### src/rtl/hue_pkg.sv
package hue_pkg;
   localparam int HUE_W = 8;
   typedef logic [HUE_W-1:0] hue_t;

   localparam hue_t HUE_CLEAN      = 8'h00;
   localparam hue_t HUE_BLACK      = 8'hFF;
   localparam hue_t HUE_WHITE_BASE = 8'h80;
   localparam int   WHITE_SPAN     = 64;

   function automatic logic hue_is_white(hue_t c);
      return c[7:6] == 2'b10;
   endfunction

   function automatic logic hue_is_thread(hue_t c);
      return (c != HUE_CLEAN) && (c != HUE_BLACK) && !hue_is_white(c);
   endfunction

   // privileged requesters must present black, others a thread color
   function automatic logic hue_legal(hue_t c, logic priv);
      return priv ? (c == HUE_BLACK) : hue_is_thread(c);
   endfunction

   function automatic hue_t hue_white_of(logic [5:0] ck);
      return HUE_WHITE_BASE | {2'b00, ck};
   endfunction
endpackage

### src/rtl/hue_update_gate.sv
module hue_update_gate
   import hue_pkg::*;
#(
   parameter int IDX_W  = 4,
   parameter int VAL_W  = 8,
   parameter int CKPT_W = 3
) (
   input  logic              clk,
   input  logic              rst_n,
   input  logic              up_valid,
   input  logic [IDX_W-1:0]  up_idx,
   input  logic [VAL_W-1:0]  up_value,
   input  hue_t              up_color,
   input  logic              up_priv,
   input  logic              up_spec,
   input  logic [CKPT_W-1:0] up_ckpt,
   output logic              wr_en,
   output logic [IDX_W-1:0]  wr_idx,
   output logic [VAL_W-1:0]  wr_value,
   output hue_t              wr_color,
   output logic              own_we,
   output logic [CKPT_W-1:0] own_ckpt,
   output hue_t              own_color,
   output logic              up_err
);
   logic legal;
   logic err_q;

   always_comb begin
      legal     = hue_legal(up_color, up_priv);
      wr_en     = up_valid && legal;
      wr_idx    = up_idx;
      wr_value  = up_value;
      wr_color  = up_spec ? hue_white_of(6'(up_ckpt)) : up_color;
      own_we    = wr_en && up_spec;
      own_ckpt  = up_ckpt;
      own_color = up_color;
   end

   always_ff @(posedge clk or negedge rst_n) begin
      if (!rst_n) err_q <= 1'b0;
      else        err_q <= up_valid && !legal;
   end

   assign up_err = err_q;
endmodule

### src/rtl/hue_owner_file.sv
module hue_owner_file
   import hue_pkg::*;
#(
   parameter int CKPT_N = 8,
   localparam int CKPT_W = $clog2(CKPT_N)
) (
   input  logic              clk,
   input  logic              rst_n,
   input  logic              we,
   input  logic [CKPT_W-1:0] wr_ckpt,
   input  hue_t              wr_color,
   input  logic [CKPT_W-1:0] rd_ckpt,
   output hue_t              rd_color
);
   hue_t [CKPT_N-1:0] owner;

   for (genvar k = 0; k < CKPT_N; k++) begin : g_slot
      always_ff @(posedge clk or negedge rst_n) begin
         if (!rst_n)
            owner[k] <= HUE_CLEAN;
         else if (we && (wr_ckpt == CKPT_W'(k)))
            owner[k] <= wr_color;
      end
   end

   assign rd_color = owner[rd_ckpt];
endmodule

### src/rtl/hue_entry_array.sv
module hue_entry_array
   import hue_pkg::*;
#(
   parameter int ENTRIES = 16,
   parameter int VAL_W   = 8,
   parameter int CKPT_W  = 3,
   localparam int IDX_W  = $clog2(ENTRIES)
) (
   input  logic                          clk,
   input  logic                          rst_n,
   input  logic                          wr_en,
   input  logic [IDX_W-1:0]              wr_idx,
   input  logic [VAL_W-1:0]              wr_value,
   input  hue_t                          wr_color,
   input  logic                          rs_valid,
   input  logic [CKPT_W-1:0]             rs_ckpt,
   input  logic                          rs_accept,
   input  hue_t                          rs_owner,
   output hue_t [ENTRIES-1:0]            colors,
   output logic [ENTRIES-1:0][VAL_W-1:0] values
);
   hue_t rs_white;
   hue_t rs_new;

   always_comb begin
      rs_white = hue_white_of(6'(rs_ckpt));
      rs_new   = rs_accept ? rs_owner : HUE_CLEAN;
   end

   for (genvar e = 0; e < ENTRIES; e++) begin : g_ent
      hue_t             c_q;
      logic [VAL_W-1:0] v_q;
      logic             sel_wr;
      logic             sel_rs;

      assign sel_wr = wr_en && (wr_idx == IDX_W'(e));
      assign sel_rs = rs_valid && (c_q == rs_white);

      always_ff @(posedge clk or negedge rst_n) begin
         if (!rst_n) begin
            c_q <= HUE_CLEAN;
            v_q <= '0;
         end else if (sel_wr) begin
            c_q <= wr_color;
            v_q <= wr_value;
         end else if (sel_rs) begin
            c_q <= rs_new;
         end
      end

      assign colors[e] = c_q;
      assign values[e] = v_q;
   end
endmodule

### src/rtl/hue_lookup.sv
module hue_lookup
   import hue_pkg::*;
#(
   parameter int ENTRIES = 16,
   parameter int VAL_W   = 8,
   localparam int IDX_W  = $clog2(ENTRIES)
) (
   input  logic                          clk,
   input  logic                          rst_n,
   input  logic                          lk_valid,
   input  logic [IDX_W-1:0]              lk_idx,
   input  hue_t                          lk_color,
   input  logic                          lk_priv,
   input  hue_t [ENTRIES-1:0]            colors,
   input  logic [ENTRIES-1:0][VAL_W-1:0] values,
   output logic                          lk_hit,
   output logic [VAL_W-1:0]              lk_value
);
   logic             hit_c;
   logic             hit_q;
   logic [VAL_W-1:0] val_q;

   always_comb begin
      hit_c = lk_valid && hue_legal(lk_color, lk_priv) && (colors[lk_idx] == lk_color);
   end

   always_ff @(posedge clk or negedge rst_n) begin
      if (!rst_n) begin
         hit_q <= 1'b0;
         val_q <= '0;
      end else begin
         hit_q <= hit_c;
         val_q <= hit_c ? values[lk_idx] : '0;
      end
   end

   assign lk_hit   = hit_q;
   assign lk_value = val_q;
endmodule

### src/rtl/hue_pred_table.sv
module hue_pred_table
   import hue_pkg::*;
#(
   parameter int ENTRIES = 16,
   parameter int VAL_W   = 8,
   parameter int CKPT_N  = 8,
   localparam int IDX_W  = $clog2(ENTRIES),
   localparam int CKPT_W = $clog2(CKPT_N)
) (
   input  logic              clk,
   input  logic              rst_n,
   input  logic              lk_valid,
   input  logic [IDX_W-1:0]  lk_idx,
   input  logic [7:0]        lk_color,
   input  logic              lk_priv,
   output logic              lk_hit,
   output logic [VAL_W-1:0]  lk_value,
   input  logic              up_valid,
   input  logic [IDX_W-1:0]  up_idx,
   input  logic [VAL_W-1:0]  up_value,
   input  logic [7:0]        up_color,
   input  logic              up_priv,
   input  logic              up_spec,
   input  logic [CKPT_W-1:0] up_ckpt,
   output logic              up_err,
   input  logic              rs_valid,
   input  logic [CKPT_W-1:0] rs_ckpt,
   input  logic              rs_accept
);
   if (ENTRIES < 2 || (ENTRIES & (ENTRIES - 1)) != 0) begin : g_bad_entries
      $error("hue_pred_table: ENTRIES must be a power of two of at least 2");
   end
   if (CKPT_N < 2 || CKPT_N > WHITE_SPAN || (CKPT_N & (CKPT_N - 1)) != 0) begin : g_bad_ckpt
      $error("hue_pred_table: CKPT_N must be a power of two in 2..64");
   end
   if (VAL_W < 1) begin : g_bad_val
      $error("hue_pred_table: VAL_W must be positive");
   end

   logic                          wr_en;
   logic [IDX_W-1:0]              wr_idx;
   logic [VAL_W-1:0]              wr_value;
   hue_t                          wr_color;
   logic                          own_we;
   logic [CKPT_W-1:0]             own_ckpt;
   hue_t                          own_color;
   hue_t                          rs_owner;
   hue_t [ENTRIES-1:0]            colors;
   logic [ENTRIES-1:0][VAL_W-1:0] values;

   hue_update_gate #(.IDX_W(IDX_W), .VAL_W(VAL_W), .CKPT_W(CKPT_W)) u_gate (
      .clk(clk), .rst_n(rst_n),
      .up_valid(up_valid), .up_idx(up_idx), .up_value(up_value),
      .up_color(up_color), .up_priv(up_priv), .up_spec(up_spec), .up_ckpt(up_ckpt),
      .wr_en(wr_en), .wr_idx(wr_idx), .wr_value(wr_value), .wr_color(wr_color),
      .own_we(own_we), .own_ckpt(own_ckpt), .own_color(own_color),
      .up_err(up_err)
   );

   hue_owner_file #(.CKPT_N(CKPT_N)) u_owner (
      .clk(clk), .rst_n(rst_n),
      .we(own_we), .wr_ckpt(own_ckpt), .wr_color(own_color),
      .rd_ckpt(rs_ckpt), .rd_color(rs_owner)
   );

   hue_entry_array #(.ENTRIES(ENTRIES), .VAL_W(VAL_W), .CKPT_W(CKPT_W)) u_array (
      .clk(clk), .rst_n(rst_n),
      .wr_en(wr_en), .wr_idx(wr_idx), .wr_value(wr_value), .wr_color(wr_color),
      .rs_valid(rs_valid), .rs_ckpt(rs_ckpt), .rs_accept(rs_accept), .rs_owner(rs_owner),
      .colors(colors), .values(values)
   );

   hue_lookup #(.ENTRIES(ENTRIES), .VAL_W(VAL_W)) u_lookup (
      .clk(clk), .rst_n(rst_n),
      .lk_valid(lk_valid), .lk_idx(lk_idx), .lk_color(lk_color), .lk_priv(lk_priv),
      .colors(colors), .values(values),
      .lk_hit(lk_hit), .lk_value(lk_value)
   );
endmodule

### config.mk
export PLATFORM = sky130hd
export DESIGN_NAME = hue_pred_table
export DESIGN_NICKNAME = d
export VERILOG_FILES = /design/src/rtl/hue_pkg.sv /design/src/rtl/hue_update_gate.sv /design/src/rtl/hue_owner_file.sv /design/src/rtl/hue_entry_array.sv /design/src/rtl/hue_lookup.sv /design/src/rtl/hue_pred_table.sv
export SDC_FILE = /design/constraint.sdc
export NUM_CORES = 1
export LEC_CHECK = 0
export BUFFER_PORTS_ARGS = -buffer_cell sky130_fd_sc_hd__buf_2
export CAP_MARGIN = 0
export CORE_MARGIN = 5
export CORE_UTILIZATION = 42
export CTS_BUF_LIST = sky130_fd_sc_hd__clkbuf_4
export CTS_CLUSTER_DIAMETER = 120
export DETAILED_ROUTE_END_ITERATION = 6
export SYNTH_ARGS = -nofsm -noshare
export SYNTH_HDL_FRONTEND = slang
export SYNTH_SLANG_ARGS = --single-unit
### constraint.sdc
create_clock -name clk -period 2.59 [get_ports clk]
set_clock_uncertainty 0.15 [all_clocks]
set_input_delay 0.259 -clock clk [delete_from_list [all_inputs] [get_ports clk]]
set_output_delay 0.259 -clock clk [all_outputs]
set_load 0.01 [all_outputs]
==> flow_summary_export.csv <==
group,metric,value,unit
outcome,status,"finished with violations",
outcome,failed_checks,"setup timing",
min_path,hp-start,"rs_accept",
setup_path,r2r_cells,7,
timing,rsz0062_at_grt,"true",
synthesis,synth_cells,1215,
timing,fin_tns_setup,-294,ps
synthesis,synth_seq_cells,330,
clock_tree,clockRootBuffer,"clkbuf_4",
timing,hold_viol_final,0,
global_routing,grt_max_degree,75,
clock_tree,cts_buffers,90,
synthesis,syn_area_per_cell,14.0,um2
routing,dr.pass1.iters,5,
clock_tree,cts_tree,"done",
global_routing,grt-ovfl-total,0,
timing,drv_slew,0,
synthesis,yosys_warnings,0,
setup_path,rrSetupSlack,-70,ps
setup_path,worstReg2RegEnd,"u_lookup.lk_value[6]$_DFF_PN0_",
cells_and_area,final_net_count,1494,
placed_design,dpl.hpwl,32.5,mm
floorplanning,ios,57,
synthesis,synthArstFlopShare,1.00,
synthesis,synth.net_count,1262,
timing,final.setup.worst_slack,-66.4,ps
setup_path,cp_slowest_cell,"mux4_2",
synthesis,ys_seq_area_frac,0.486,
placed_design,gp_congestion,0.847,
floorplanning,die_x,211,um
cells_and_area,areaGrowthSynthToFinish,21.7,%
setup_path,startpoint_type,"register",
placed_design,port_buffers,56,
floorplanning,initial_core_util,0.426,
clock_tree,cts_max_level,3,
floorplanning,die_area,44500,um2
timing,holdWs,105,ps
pwr,powerDensity,788,nW/um2
cells_and_area,final_util,0.519,
clock_tree,clk_pin_slew_worst_paths,60,ps
setup_path,slowest_delay,500,ps
clock_tree,clockBufferDepth,3,
routing,drtAntennaViolNets,0,
synthesis,yosysUniqueCellTypes,51,
pwr,leakage,8.90,nW
cells_and_area,n_fill_cell,3464,
pwr,peakVddDrop,0.000349,V
timing,fin_crit_sh,1.03,
floorplanning,die_h,211,um
setup_path,critPathBufInv,1,
routing,vias,11500,
timing,slew_headroom,0.134,
min_path,hold_depth,5,
routing,vias_per_cell,5.63,
min_path,hold_path_end,"u_array.g_ent[5].c_q[3]$_DFFE_PN0P_",
setup_path,critPathKind,"register to register",
setup_path,cpMostUsedCell,"mux4_2",
routing,wirelength,46.9,mm
setup_path,worstPathMaxFanout,4,
timing,layout_min_cycle_time,2660,ps
synthesis,synth-edff-count,0,
floorplanning,design.core.area,39800,um2
routing,drt_iter0_drc,782,
min_path,hold_class,"input port to register",
global_routing,antenna_found_initial,5,
flow_run,maxCapViolations,0,
cells_and_area,layout_commonest_cell,"dfrtp_1",
setup_path,critPathCaptureType,"register",
global_routing,grt_pass1_vias,12400,
timing,worst_pin_slew,1300,ps
cells_and_area,layout_common_cells,"dfrtp_1, mux2i_1, mux2_2, clkbuf_4, buf_4",
routing,drc,0,
setup_path,crit_arrival,3140,ps
global_routing,grt_use_total,0.215,
routing,wire_per_inst,22.9,um
clock_tree,clk_latency,770,ps
timing,finalSetupViolations,8,
timing,fmax,0.376,GHz
setup_path,path_delay_family,"multiplexers",
synthesis,syn_area,17000,um2
setup_path,timing.rr.start,"u_array.g_ent[5].c_q[3]$_DFFE_PN0P_",
cells_and_area,layout-drive-gt1-share,0.441,
global_routing,grt_pass1_wl,74.2,mm
synthesis,synth_ff_type,"dfrtp_1",
setup_path,path_cells,"mux4_2 -> mux4_2 -> xor2_2 -> a2111oi_4 -> buf_4 -> nand3_4 -> nor4b_4",
setup_path,worstPathRequired,3080,ps
floorplanning,row_count,73,
clock_tree,cts_sinks,330,
per-stage QoR:
step                cells  power [mW]  setup WS (ps)  instance area [um2]
floorplan            1215        9.89           6.53                17000
global placement     1846        11.2           -287                19000
detailed placement   1846        11.4           -393                19000
CTS                  2040        16.4          -67.5                20600
global route         2041        17.2           -183                20600
finish               2042        16.3          -66.4                20700
logic make-up (layout without fill, tap and decap cells):
family,Yosys count,in the layout,share of synthesized area
XOR/XNOR,53,53,0.0273
multiplexers,501,501,0.371
AND/OR/NAND/NOR,139,140,0.0575
other,0,2,0
AO/OA/AOI/OAI,88,88,0.0316
flip-flops,330,330,0.486
buffers and inverters,104,403,0.0263
registers in the layout, indices dropped and copies added (netlist names):
register,flops
u_array.g_ent.c_q,128
u_array.g_ent.v_q,128
u_owner.owner,64
u_lookup.lk_value,8
u_gate.up_err,1
u_lookup.lk_hit,1
power breakdown:
| group | switching [mW] | total, mW | internal, mW | leakage, nW |
|---|---|---|---|---|
| Combinational | 1.82 | 3.94 | 2.12 | 3.88 |
| Clock | 2.20 | 4.87 | 2.66 | 0.717 |
| Sequential | 1.04 | 7.47 | 6.43 | 4.30 |
| Total | 5.06 | 16.3 | 11.2 | 8.90 |
what timing repair did:
item                       4_1_cts  5_1_grt
setup endpoints to repair        8        9
gates resized for setup         10        3
hold buffers                    32        0
cloned                           1        0
hold endpoints to repair       591        0
pin swaps                        2        4
buffers inserted                 1        0
routing by layer:
metal | up-vias | GRT usage | wire, um
met5 | - | 0 | 13
met1 | 6012 | 0.313 | 21600
li1 | 5086 | - | -
met2 | 315 | 0.329 | 21600
met3 | 89 | 0.0400 | 2510
met4 | 2 | 0.0689 | 1130
cell type report:
cell class	count	area (um2)	share of cell area
multi-input combinational	782	8420	0.408
sequential	330	8260	0.400
timing repair buffer	240	2100	0.102
clock buffer	141	1060	0.0513
tap	525	657	0.0318
clock inverter	19	134	0.00648
inverter	3	11.3	0.000545
antenna	2	5.00	0.000242
synthesized netlist by cell type (all sizes together) (2+ instances only):
cell type,number,share of area
o211ai,2,0.0015
nor2,18,0.0041
xnor2,4,0.0021
mux2,193,0.13
or3,2,0.00074
or3b,2,0.0010
nor3b,5,0.0031
nand3,19,0.0059
mux2i,225,0.13
xor2,49,0.025
nand2b,4,0.0015
inv,3,0.00066
a21oi,66,0.019
nand3b,2,0.00088
nor4b,8,0.0041
and3b,2,0.0010
and2,3,0.0011
nor3,8,0.0032
clkbuf,59,0.013
o21ai,2,0.00059
a22oi,8,0.0035
and3,3,0.0011
dfrtp,330,0.49
nand2,10,0.0022
nand4,3,0.0011
nor4,36,0.021
buf,42,0.013
nor2b,12,0.0044
mux4,83,0.11
worst min-delay path, stage by stage:
cell and delay, ps:
buf_2 140, nor2b_1 140, buf_4 200, a21oi_1 150, mux2i_1 70
how the worst max path moves through the flow:
stage	from	to	slack (ps)	cells past startpoint
after floorplan	lk_idx[1]	u_lookup.lk_value[0]$_DFF_PN0_	7	7
after global placement	lk_idx[1]	u_lookup.lk_value[6]$_DFF_PN0_	-290	8
after detailed placement	lk_idx[1]	u_lookup.lk_value[2]$_DFF_PN0_	-390	8
after CTS	u_array.g_ent[12].c_q[3]$_DFFE_PN0P_	u_lookup.lk_value[6]$_DFF_PN0_	-70	7
after global routing	u_array.g_ent[14].c_q[3]$_DFFE_PN0P_	u_lookup.lk_value[6]$_DFF_PN0_	-180	7
final	u_array.g_ent[5].c_q[3]$_DFFE_PN0P_	u_lookup.lk_value[6]$_DFF_PN0_	-70	7
No activity file was read; power rests on OpenSTA's default activity.
